$ cat src/rtl/phy_tune_pkg.sv
package phy_tune_pkg;

    localparam int ADDR_W    = 16;
    localparam int DATA_W    = 16;
    localparam int CODE_W    = 3;
    localparam int NUM_STEPS = 3;
    localparam int STEP_W    = $clog2(NUM_STEPS);
    localparam int MEAS_SH   = 4;

    // Control-register targets of the three override writes
    localparam logic [ADDR_W-1:0] LOS_ADDR   = ADDR_W'(16'h0015);
    localparam logic [ADDR_W-1:0] BOOST_ADDR = ADDR_W'(16'h0012);
    localparam logic [ADDR_W-1:0] RXDET_ADDR = ADDR_W'(16'h1010);

    // Field values
    localparam logic [2:0] LOS_BIAS   = 3'd5;
    localparam logic [4:0] LOS_LEVEL  = 5'd9;
    localparam logic [2:0] BOOST_LVL  = 3'd5;

    // Reference-frequency codes that select non-default timing
    localparam logic [CODE_W-1:0] CODE_19M2 = CODE_W'(3);
    localparam logic [CODE_W-1:0] CODE_20M  = CODE_W'(4);
    localparam logic [CODE_W-1:0] CODE_50M  = CODE_W'(7);

    typedef enum logic [1:0] {
        ST_IDLE,
        ST_BUSY,
        ST_FIN
    } seq_state_e;

    typedef struct packed {
        logic [ADDR_W-1:0] addr;
        logic [DATA_W-1:0] data;
    } wr_req_t;

    function automatic logic [DATA_W-1:0] los_word();
        logic [DATA_W-1:0] w;
        w = '0;
        w[15:13] = LOS_BIAS;
        w[10]    = 1'b1;
        w[4:0]   = LOS_LEVEL;
        return w;
    endfunction

    function automatic logic [DATA_W-1:0] boost_word();
        logic [DATA_W-1:0] w;
        w = '0;
        w[15:13] = BOOST_LVL;
        return w;
    endfunction

    function automatic logic [9:0] meas_time(input logic [CODE_W-1:0] code);
        logic [9:0] t;
        if (code == CODE_50M)
            t = 10'h020;
        else if (code == CODE_20M || code == CODE_19M2)
            t = 10'h004;
        else
            t = 10'h008;
        return t;
    endfunction

    function automatic logic [DATA_W-1:0] rxdet_word(input logic [CODE_W-1:0] code);
        return DATA_W'({meas_time(code), MEAS_SH'(0)});
    endfunction

endpackage

$ cat src/rtl/phy_tune_table.sv
module phy_tune_table
    import phy_tune_pkg::*;
(
    input  logic [STEP_W-1:0] step_i,
    input  logic [CODE_W-1:0] code_i,
    output wr_req_t           req_o
);

    always_comb begin
        if (step_i == STEP_W'(0)) begin
            req_o.addr = LOS_ADDR;
            req_o.data = los_word();
        end else if (step_i == STEP_W'(1)) begin
            req_o.addr = BOOST_ADDR;
            req_o.data = boost_word();
        end else begin
            req_o.addr = RXDET_ADDR;
            req_o.data = rxdet_word(code_i);
        end
    end

endmodule

$ cat src/rtl/phy_tune_ctrl.sv
module phy_tune_ctrl
    import phy_tune_pkg::*;
(
    input  logic              clk,
    input  logic              rst,
    input  logic              start_i,
    input  logic              lane_hs_i,
    input  logic [CODE_W-1:0] freq_code_i,
    input  logic              wr_done_i,
    input  logic              wr_err_i,
    output logic [STEP_W-1:0] step_o,
    output logic [CODE_W-1:0] code_o,
    output logic              req_o,
    output logic              done_o,
    output logic              err_o
);

    localparam logic [STEP_W-1:0] LAST_STEP = STEP_W'(NUM_STEPS - 1);

    seq_state_e        state_q;
    logic [STEP_W-1:0] step_q;
    logic [CODE_W-1:0] code_q;
    logic              fail_q;

    always_ff @(posedge clk) begin
        if (rst) begin
            state_q <= ST_IDLE;
            step_q  <= '0;
            code_q  <= '0;
            fail_q  <= 1'b0;
        end else begin
            unique case (state_q)
                ST_IDLE: begin
                    if (start_i) begin
                        code_q  <= freq_code_i;
                        step_q  <= '0;
                        fail_q  <= 1'b0;
                        state_q <= lane_hs_i ? ST_BUSY : ST_FIN;
                    end
                end
                ST_BUSY: begin
                    if (wr_err_i) begin
                        fail_q  <= 1'b1;
                        state_q <= ST_FIN;
                    end else if (wr_done_i) begin
                        if (step_q == LAST_STEP)
                            state_q <= ST_FIN;
                        else
                            step_q <= step_q + STEP_W'(1);
                    end
                end
                ST_FIN:  state_q <= ST_IDLE;
                default: state_q <= ST_IDLE;
            endcase
        end
    end

    assign step_o = step_q;
    assign code_o = code_q;
    assign req_o  = (state_q == ST_BUSY);
    assign done_o = (state_q == ST_FIN);
    assign err_o  = (state_q == ST_FIN) && fail_q;

    // completion is a single-cycle pulse
    a_r9_done_pulse: assert property (@(posedge clk) disable iff (rst)
        done_o |=> !done_o);

    // an error report follows a failed write by one cycle
    a_r7_err_cause: assert property (@(posedge clk) disable iff (rst)
        err_o |-> ($past(wr_err_i) && done_o && !req_o));

    // a super-speed start finishes in the next cycle with no request
    a_r8_ss_direct: assert property (@(posedge clk) disable iff (rst)
        (state_q == ST_IDLE && start_i && !lane_hs_i) |=> (done_o && !req_o && !err_o));

    // a start during a run leaves the latched code alone
    a_r10_busy_start: assert property (@(posedge clk) disable iff (rst)
        (req_o && start_i) |=> $stable(code_q));

endmodule

$ cat src/rtl/phy_tune_seq.sv
module phy_tune_seq
    import phy_tune_pkg::*;
(
    input  logic              clk,
    input  logic              rst,
    input  logic              start_i,
    input  logic              lane_hs_i,
    input  logic [CODE_W-1:0] freq_code_i,
    input  logic              wr_done_i,
    input  logic              wr_err_i,
    output logic              req_o,
    output logic [ADDR_W-1:0] addr_o,
    output logic [DATA_W-1:0] data_o,
    output logic              done_o,
    output logic              err_o
);

    logic [STEP_W-1:0] step;
    logic [CODE_W-1:0] code;
    wr_req_t           cur;

    phy_tune_ctrl u_ctrl (
        .clk         (clk),
        .rst         (rst),
        .start_i     (start_i),
        .lane_hs_i   (lane_hs_i),
        .freq_code_i (freq_code_i),
        .wr_done_i   (wr_done_i),
        .wr_err_i    (wr_err_i),
        .step_o      (step),
        .code_o      (code),
        .req_o       (req_o),
        .done_o      (done_o),
        .err_o       (err_o)
    );

    phy_tune_table u_table (
        .step_i (step),
        .code_i (code),
        .req_o  (cur)
    );

    assign addr_o = cur.addr;
    assign data_o = cur.data;

    // a pending request holds its address and data
    a_r6_req_hold: assert property (@(posedge clk) disable iff (rst)
        (req_o && !wr_done_i && !wr_err_i) |=> (req_o && $stable(addr_o) && $stable(data_o)));

    // every new sequence opens with the loss-of-signal override
    a_r2_first_write: assert property (@(posedge clk) disable iff (rst)
        $rose(req_o) |-> (addr_o == LOS_ADDR && data_o == los_word()));

    // nothing is reported in the cycle after reset
    a_r1_quiet_after_reset: assert property (@(posedge clk)
        $past(rst) |-> (!req_o && !done_o && !err_o));

endmodule

$ cat config.mk
export PLATFORM = sky130hd
export DESIGN_NAME = phy_tune_seq
export DESIGN_NICKNAME = d
export VERILOG_FILES = /design/src/rtl/phy_tune_pkg.sv /design/src/rtl/phy_tune_table.sv /design/src/rtl/phy_tune_ctrl.sv /design/src/rtl/phy_tune_seq.sv
export SDC_FILE = /design/constraint.sdc
export NUM_CORES = 1
export LEC_CHECK = 0
export BUFFER_PORTS_ARGS = -buffer_cell sky130_fd_sc_hd__clkbuf_2
export CELL_PAD_IN_SITES_DETAIL_PLACEMENT = 0
export CELL_PAD_IN_SITES_GLOBAL_PLACEMENT = 1
export CORE_MARGIN = 2
export CORE_UTILIZATION = 27
export DETAILED_ROUTE_END_ITERATION = 10
export MAX_ROUTING_LAYER = met4
export PLACE_DENSITY_LB_ADDON = 0.1
export SLEW_MARGIN = 20
export SYNTH_ARGS = -nofsm -noshare
export SYNTH_HDL_FRONTEND = slang
export SYNTH_SLANG_ARGS = --single-unit
$ cat constraint.sdc
create_clock -name clk -period 1.79 [get_ports clk]
set_input_delay 0.0895 -clock clk [delete_from_list [all_inputs] [get_ports clk]]
set_output_delay 0.0895 -clock clk [all_outputs]
set_load 0.01 [all_outputs]
==> out/metrics.cfg, run 1 <==
[status]
outcome=completed

[synthesis]
synthTopCellsByCount=25 x buf_4, 8 x dfxtp_1, 8 x nor2_1
synthTopCellsByArea=buf_4 29%, dfxtp_1 25%, mux2i_1 6.2%
yosys_warnings=0
netlist_area_sq_um=642
yosysTopAreaCell=buf_4
yosys.area.top_type_share_pct=29.2
async_reset_ff_share_pct=0
synth_flop_cell=dfxtp_1
synth_most_common_cell=buf_4
syn_area_per_cell_sq_um=8.02
synth-seq-cells=8
yosysUniqueCellTypes=27
syn_inst=80
synth-seq-area-share_pct=25.0
synth_edf_count=0

[finish]
antenna_cells=0
nFillCells=256
stdcell_area_sq_um=693
synthToLayoutAreaGrowth_pct=7.99
instances_no_fill=126
nets=112
drive_above_1_share_pct=30.6
register_area_sq_um=160
multi_input_area_sq_um=342

[place]
io_buffers=23
place_ws_ns=0.0975
dp_cells=123
dpl_cell_area_sq_um=668
gp_congestion=0.606
dp_hpwl_microns=921

[clocking]
cts_setup_buffers=0
h-tree-depth=1
cts_buffers=3
cts_tree=done
cts.sinks=8
path_clk_slew_ns=0.05
insertion_delay_ns=0.25
clock_path_buffers=2
ctsRootBufferMaster=clkbuf_4

[die]
ioPinCount=44
die_h_microns=52.8
rows=17
coreArea_sq_um=2230
die_x_microns=52.8
start_util_pct=28.7
dieArea_sq_um=2780

[global_routing]
grt_pass1_vias=402
grt-ovfl-total=0
antenna_found_initial=0
grt_max_degree=10
grt_first_pass_wirelength_microns=1760
track_usage_pct=9.34

[timing]
setup_ws_ns=0.0980
post-route-period-util_pct=94.5
hold_violations=0
rsz0062_at_grt=false
maxSlewViolCount=0
setup-violations-final=0
fin_worst_skew_ns=0.00202
tns_ns=0
fmax_mhz=591
period_needed_ns=1.69

[power]
power_switching_mw=0.116
power.total_mw=0.408
internal_power_mw=0.292
p_comb_share_pct=19.0
sw_frac_of_total_pct=28.4
peakVddDrop_mv=0.334
p_clk_share_pct=32.7
leakage_nw=0.349
power_density_nw_per_um2=589
seqPwrFrac_pct=48.3

[worst_setup_path]
path_class=flip-flop to flip-flop
crit_arrival_ns=1.84
cp_max_fo=5
critPathLaunchType=flip-flop
end_kind=flip-flop
critical_path_required_ns=1.94

[hold_path]
hold_class=primary input to flip-flop

[detailed_routing]
drc=0
wl_per_cell_microns=8.79
vias=484
finalWirelength_microns=1110
antenna_left=0
drt-initial-drc-count=3
vias_per_cell=3.84
drtPass1Iterations=4

[run]
cap_violations=0

cell type report:
cell class | count | area share (%)
clock buffer | 3 | 3.25
inverter | 5 | 2.71
sequential | 8 | 23.1
timing repair buffer | 23 | 16.6
multi-input combinational | 59 | 49.3
tap | 28 | 5.05
metrics by stage:
stage / util (%) / hold slack (ns)
2_1_floorplan: - / 0.237
3_3_place_gp: 29.9 / 0.337
3_5_place_dp: 29.9 / 0.340
4_1_cts: 30.9 / 0.0766
5_1_grt: 31.0 / 0.0861
6_report: 31.0 / 0.0810
sequential cells by signal, summed over array words and instances (netlist names):
register / count
u_ctrl.code_o: 3
u_ctrl.fail_q: 1
u_ctrl.state_q: 2
u_ctrl.step_o: 2
per-layer routing:
layer / vias to the layer above / GRT usage [%] / part of all wire [%]
met5: - / - / 0
met4: 0 / 2.56 / 0
met3: 0 / 5.14 / 8.4
met2: 26 / 14.2 / 46
met1: 202 / 10.6 / 46
li1: 256 / - / -
cell families (layout without fill, tap and decap cells):
| logic type | Yosys count | after routing | share of synthesized area (%) |
|---|---|---|---|
| flops | 8 | 8 | 25.0 |
| fa+ha+maj | 3 | 3 | 5.85 |
| simple gates | 24 | 24 | 21.2 |
| compound gates | 8 | 8 | 7.80 |
| other cells | 2 | 20 | 1.17 |
| buf+inv | 31 | 31 | 32.7 |
| mux | 4 | 4 | 6.24 |
power by group through the flow:
stage | combinational, mW | sequential (mW) | clock, mW
final | 0.0775 | 0.197 | 0.133
after CTS | 0.0777 | 0.197 | 0.145
after global routing | 0.0885 | 0.199 | 0.156
after global placement | 0.0777 | 0.201 | 0
after detailed placement | 0.0774 | 0.201 | 0
after floorplan | 0.0913 | 0.198 | 0
cell usage in the layout (no fill, tap or decap), drive strengths merged, types with 2 or more instances in the layout:
master	n
clkbuf	26
conb	20
dfxtp	8
nor2	8
inv	5
mux2i	4
nand2	3
ha	3
nor3b	3
nand3	2
nor2b	2
a21oi	2
o21ai	2
worst paths after layout:
kind | from | end | slack (ns) | depth (start not counted)
max | u_ctrl.step_o[0] | u_ctrl.step_o[1] | 0.1 | 5
min | freq_code_i[0] | u_ctrl.code_o[0] | 0.08 | 3
max reg2reg | u_ctrl.step_o[0] | u_ctrl.step_o[1] | 0.1 | 5
min reg2reg | u_ctrl.fail_q | u_ctrl.fail_q | 0.50 | 2
critical path, cell delays in order (launching register included):
cell and delay, ns:
dfxtp_1 0.38, inv_1 0.08, ha_1 0.22, or3b_4 0.39, or4b_1 0.47, o41ai_1 0.07
what timing repair did:
item | CTS | global route
hold buffers | 0 | 0
hold endpoints to repair | 0 | 0
setup endpoints to repair | 0 | 2
resized for setup | 0 | 1
Note: power is estimated with default switching activity, not from simulation.
==> run 2: changes to the inputs <==
--- a/config.mk
+++ b/config.mk
@@ -5,10 +5,10 @@
 export SDC_FILE = /design/constraint.sdc
 export NUM_CORES = 1
 export LEC_CHECK = 0
+export ABC_CLOCK_PERIOD_IN_PS = 1790
 export BUFFER_PORTS_ARGS = -buffer_cell sky130_fd_sc_hd__clkbuf_2
 export CELL_PAD_IN_SITES_DETAIL_PLACEMENT = 0
 export CELL_PAD_IN_SITES_GLOBAL_PLACEMENT = 1
-export CORE_MARGIN = 2
 export CORE_UTILIZATION = 27
 export DETAILED_ROUTE_END_ITERATION = 10
 export MAX_ROUTING_LAYER = met4
@@ -16,4 +16,5 @@
 export SLEW_MARGIN = 20
 export SYNTH_ARGS = -nofsm -noshare
 export SYNTH_HDL_FRONTEND = slang
+export SYNTH_HIERARCHICAL = 1
 export SYNTH_SLANG_ARGS = --single-unit
==> out/metrics.cfg, run 2 <==
[detailed_routing]
vias=511  ; +5.6%
finalWirelength_microns=1160  ; +4.7%
antenna_left=0  ; unchanged
vias_per_cell=4.02  ; +4.7%
wl_per_cell_microns=9.13  ; +3.9%
drc=0  ; unchanged
drt-initial-drc-count=6  ; +3
drtPass1Iterations=4  ; unchanged

[hold_path]
hold_depth=3  ; unchanged
min_to=u_ctrl/code_o[2]
min_from=freq_code_i[2]
hold_class=primary input to flip-flop

[clocking]
cts_setup_buffers=0  ; unchanged
cts_tree=done
h-tree-depth=1  ; unchanged
insertion_delay_ns=0.25  ; about the same
cts_resized=0  ; unchanged
cts_buffers=3  ; unchanged
ctsRootBufferMaster=clkbuf_4
holdBufCountCts=0  ; unchanged
path_clk_slew_ns=0.06  ; about the same
cts.sinks=8  ; unchanged
clock_path_buffers=2  ; unchanged

[synthesis]
synth-seq-area-share_pct=23.9  ; -1.1 points
synthTopCellsByArea=buf_4 28%, dfxtp_1 24%, mux2i_1 4.5%
yosysTopAreaCell=buf_4
yosys.area.top_type_share_pct=28.0  ; -1.3 points
synth-seq-cells=8  ; unchanged
synth_top_family_by_area=buffers and inverters
async_reset_ff_share_pct=0  ; unchanged
synth_edf_count=0  ; unchanged
synth-simple-area-share_pct=25.6  ; +4.3 points
netlist_area_sq_um=671  ; +4.5%
yosysUniqueCellTypes=28  ; +3.7%
syn_inst=83  ; +3.8%
yosys_warnings=6  ; +6
synth.area.mux_share_pct=4.48  ; -1.8 points
synthTopCellsByCount=25 x buf_4, 8 x dfxtp_1, 5 x a21oi_1, 5 x nor2_1
synth_fa_ha_area_share_pct=1.87  ; -4.0 points
synth_flop_cell=dfxtp_1
synth_compound_area_share_pct=9.33  ; +1.5 points
synthXorXnorAreaFrac_pct=0  ; unchanged
synth_most_common_cell=buf_4
syn_area_per_cell_sq_um=8.08  ; +0.71%

[global_routing]
grt-ovfl-total=0  ; unchanged
grt_max_degree=11  ; +1
grt_first_pass_wirelength_microns=1890  ; +7.4%
track_usage_pct=10.2  ; +0.84 points
grt_pass1_vias=404  ; +0.50%
antenna_found_initial=0  ; unchanged

[place]
dp_hpwl_microns=927  ; +0.69%
gp_congestion=0.736  ; +21%
io_buffers=23  ; unchanged
place_ws_ns=0.249  ; +0.151 ns

[die]
start_util_pct=29.5  ; +0.73 points
dieArea_sq_um=2690  ; -3.4%
die_x_microns=51.8  ; -1.7%
die_h_microns=51.8  ; -1.7%
coreArea_sq_um=2280  ; +1.9%
ioPinCount=44  ; unchanged
rows=17  ; unchanged

[status]
outcome=completed

[worst_setup_path]
critical_path_required_ns=1.97  ; +0.03 ns
timing.rr.end=u_ctrl/step_o[1]
cpPeakStageDelay_ns=0.50  ; +0.03 ns
crit_family=simple AND/OR/NAND/NOR gates
timing.rr.start=u_ctrl/step_o[0]
end_kind=flip-flop
crit_chain=inv_1, ha_1, nand4bb_4, or4b_1, o21ai_0
path_buf_inv=1  ; unchanged
critPathLaunchType=flip-flop
r2r_setup_slack_ns=0.24  ; +0.14 ns
r2r_cells=5  ; unchanged
crit_arrival_ns=1.74  ; -0.10 ns
slowest_stage=or4b_1
cp_max_fo=6  ; +1
path_class=flip-flop to flip-flop

[timing]
fin_worst_skew_ns=0.00485  ; +0.00283 ns
hold_violations=0  ; unchanged
period_needed_ns=1.55  ; -0.140 ns
rsz0062_at_grt=false
post-route-period-util_pct=86.7  ; -7.8 points
setup-violations-final=0  ; unchanged
holdWs_ns=0.0763  ; -0.00470 ns
maxSlewViolCount=0  ; unchanged
tns_ns=0  ; unchanged
fmax_mhz=644  ; +9.0%
setup_ws_ns=0.238  ; +0.140 ns

[power]
peakVddDrop_mv=0.370  ; +11%
leakage_nw=0.341  ; -2.2%
power_density_nw_per_um2=591  ; +0.31%

[finish]
final_common_cell=clkbuf_2
largest_register_ffs=3  ; unchanged
antenna_cells=0  ; unchanged
layout_common_cells=23 x clkbuf_2, 20 x conb_1, 8 x dfxtp_1
nets=111  ; -0.89%
drive_above_1_share_pct=29.3  ; -1.3 points
fin_util_pct=31.1  ; about the same
synthToLayoutAreaGrowth_pct=5.41
nFillCells=270  ; +5.5%

[run]
cap_violations=0  ; unchanged

run 2: worst max path at each step:
stage,cells after the start,from,end,slack [ns]
after global placement,5,u_ctrl/step_o[0],u_ctrl/step_o[1],0.27
after global routing,5,u_ctrl/step_o[0],u_ctrl/step_o[1],0.14
after floorplan,5,u_ctrl/step_o[0],u_ctrl/step_o[1],0.33
after detailed placement,5,u_ctrl/step_o[0],u_ctrl/step_o[1],0.25
final,5,u_ctrl/step_o[0],u_ctrl/step_o[1],0.24
after CTS,5,u_ctrl/step_o[0],u_ctrl/step_o[1],0.22
run 2: per-layer routing:
layer,global-route usage [%],routed length [microns]
met1,12.0,505
met2,14.3,525
met3,5.56,118
met4,4.05,11
met5,-,0
run 2: layout make-up:
class                      count  area, sq um  share of cell area (%)
multi-input combinational     60          352                    49.7
sequential                     8          160                    22.7
timing repair buffer          24          123                    17.3
tap                           28         35.0                    4.96
clock buffer                   3         22.5                    3.19
inverter                       4         15.0                    2.12
run 2: kinds of logic (layout without fill, tap and decap cells):
family | Yosys count | count (layout)
buffers and inverters | 33 | 31
and+or+nand+nor | 25 | 25
AOI/OAI and AO/OA | 11 | 11
muxes | 3 | 3
other | 2 | 20
adders and majority gates | 1 | 1
DFF | 8 | 8
run 2: through the flow:
step / total power, mW / cells / cell area, sq um
floorplan: 0.292 / 101 / 738
global placement: 0.281 / 124 / 684
detailed placement: 0.280 / 124 / 684
CTS: 0.428 / 127 / 707
global route: 0.452 / 127 / 707
finish: 0.418 / 127 / 707
run 2: worst reg2reg max path, stage by stage, from the launching register on:
cell and delay, ns:
dfxtp_1 0.39, inv_1 0.06, ha_1 0.20, nand4bb_4 0.24
or4b_1 0.50, o21ai_0 0.08
run 2: power breakdown:
group / internal (mW) / switching [mW]
clock: 0.0770 / 0.0651
combinational: 0.0308 / 0.0466
sequential: 0.187 / 0.0114
total: 0.294 / 0.123
==> run 3: changes to the inputs <==
--- a/config.mk
+++ b/config.mk
@@ -8,8 +8,8 @@
 export ABC_CLOCK_PERIOD_IN_PS = 1790
 export BUFFER_PORTS_ARGS = -buffer_cell sky130_fd_sc_hd__clkbuf_2
 export CELL_PAD_IN_SITES_DETAIL_PLACEMENT = 0
-export CELL_PAD_IN_SITES_GLOBAL_PLACEMENT = 1
-export CORE_UTILIZATION = 27
+export CELL_PAD_IN_SITES_GLOBAL_PLACEMENT = 2
+export CORE_UTILIZATION = 21
 export DETAILED_ROUTE_END_ITERATION = 10
 export MAX_ROUTING_LAYER = met4
 export PLACE_DENSITY_LB_ADDON = 0.1
==> out/metrics.cfg, run 3 (same netlist as run 2, synthesis figures left out) <==
[clocking]
cts_buffers=3  ; unchanged
h-tree-depth=1  ; unchanged
holdBufCountCts=0  ; unchanged
cts_setup_buffers=0  ; unchanged
ctsRootBufferMaster=clkbuf_4
cts.sinks=8  ; unchanged
insertion_delay_ns=0.25  ; about the same
path_clk_slew_ns=0.05  ; about the same
cts_tree=done
clock_path_buffers=2  ; unchanged
cts_resized=0  ; unchanged

[status]
outcome=completed

[finish]
synthToLayoutAreaGrowth_pct=9.51
multi_input_area_sq_um=352  ; unchanged
stdcell_area_sq_um=734  ; +3.9%
antenna_cells=0  ; unchanged
layout_common_cells=23 x clkbuf_2, 20 x conb_1, 8 x dfxtp_1
nets=112  ; +0.90%
register_area_sq_um=160  ; unchanged
largest_register_ffs=3  ; unchanged
final_common_cell=clkbuf_2
nFillCells=358  ; +33%
drive_above_1_share_pct=30.0  ; +0.71 points

[worst_setup_path]
critical_path_required_ns=1.97  ; about the same
path_class=flip-flop to flip-flop
crit_family=simple AND/OR/NAND/NOR gates
cpPeakStageDelay_ns=0.51  ; about the same
path_buf_inv=1  ; unchanged
crit_chain=inv_1, ha_1, nand4bb_4, or4b_1, o21ai_0
critPathLaunchType=flip-flop
crit_arrival_ns=1.73  ; about the same
end_kind=flip-flop
cp_max_fo=6  ; unchanged
slowest_stage=or4b_1

[place]
dp_hpwl_microns=1020  ; +9.6%
gp_congestion=0.658  ; -11%
dpl_cell_area_sq_um=712  ; +4.0%
io_buffers=23  ; unchanged

[power]
power_density_nw_per_um2=562  ; -4.9%
seqPwrFrac_pct=48.0  ; +0.6 points
p_clk_share_pct=33.1  ; -0.9 points
sw_frac_of_total_pct=28.7  ; -0.79 points
internal_power_mw=0.294  ; about the same
p_comb_share_pct=18.8  ; +0.3 points
power_switching_mw=0.118  ; -3.8%
leakage_nw=0.347  ; +1.6%
peakVddDrop_mv=0.241  ; -35%

[detailed_routing]
vias=503  ; -1.6%
drtPass1Iterations=4  ; unchanged
drc=0  ; unchanged
finalWirelength_microns=1250  ; +7.8%
vias_per_cell=3.49  ; -13%
wl_per_cell_microns=8.68  ; -5.0%
antenna_left=0  ; unchanged
drt-initial-drc-count=10  ; +4

[global_routing]
grt_max_degree=11  ; unchanged
track_usage_pct=7.88  ; -2.3 points
grt_first_pass_wirelength_microns=1770  ; -6.6%
grt_pass1_vias=389  ; -3.7%
antenna_found_initial=0  ; unchanged
grt-ovfl-total=0  ; unchanged

[timing]
tns_ns=0  ; unchanged
rsz0062_at_grt=false
post-route-period-util_pct=86.8  ; about the same
fmax_mhz=644  ; about the same
setup-violations-final=0  ; unchanged
period_needed_ns=1.55  ; +0.00142 ns
maxSlewViolCount=0  ; unchanged
hold_violations=0  ; unchanged
fin_worst_skew_ns=0.00159  ; -0.00326 ns

[die]
die_x_microns=58.5  ; +13%
die_h_microns=58.5  ; +13%
start_util_pct=22.0  ; -7.5 points
rows=20  ; +3
dieArea_sq_um=3420  ; +27%
coreArea_sq_um=3050  ; +34%
ioPinCount=44  ; unchanged

[run]
cap_violations=0  ; unchanged

[hold_path]
hold_class=primary input to flip-flop

==> run 3: cell count changes in the layout (fill, tap and decap cells not counted) <==
cell,delta
buf_4,+1
==> run 3: path summary, 6_finish.rpt <==
path | from | end | slack [ns] | depth (start not counted)
worst min-delay path | freq_code_i[1] | u_ctrl/code_o[1] | 0.07 | 3
worst max register to register | u_ctrl/step_o[0] | u_ctrl/step_o[1] | 0.24 | 5
worst min register to register | u_ctrl/fail_q | u_ctrl/fail_q | 0.50 | 2
worst max-delay path | u_ctrl/step_o[0] | u_ctrl/step_o[1] | 0.24 | 5
==> run 3: final cells by class <==
cell class / count / area share, %
Multi-Input combinational cell: 60 / 47.9
Sequential cell: 8 / 21.8
Timing Repair Buffer: 25 / 17.7
Tap cell: 44 / 7.50
Clock buffer: 3 / 3.07
Inverter: 4 / 2.04
==> run 3: stage by stage <==
stage	power (mW)	worst slack (ns)	hold slack (ns)	instances	util, %
after floorplan	0.292	0.330	0.237	101	-
after global placement	0.281	0.260	0.327	141	23.3
after detailed placement	0.281	0.235	0.334	141	23.3
after CTS	0.427	0.222	0.0652	144	24.1
after global routing	0.447	0.130	0.0624	144	24.1
final	0.413	0.237	0.0722	144	24.1
==> run 3: power by group through the flow <==
stage          clock network (mW)  logic (mW)  registers, mW
6_report                    0.137      0.0777          0.198
5_1_grt                     0.161      0.0863          0.200
4_1_cts                     0.150      0.0785          0.198
3_5_place_dp                    0      0.0784          0.202
3_3_place_gp                    0      0.0783          0.203
2_1_floorplan                   0      0.0976          0.195
==> run 3: metal layers <==
metal | GRT usage [%] | vias to the layer above | share of wire [%]
met5 | - | - | 0
met4 | 3.06 | 0 | 1.0
met3 | 5.93 | 2 | 9.6
met2 | 11.8 | 20 | 47
met1 | 7.74 | 222 | 42
li1 | - | 259 | -
==> run 3: worst min-delay path, stage by stage <==
cell	delay [ns]
clkbuf_2	0.08
mux2i_1	0.05
nor2_1	0.07
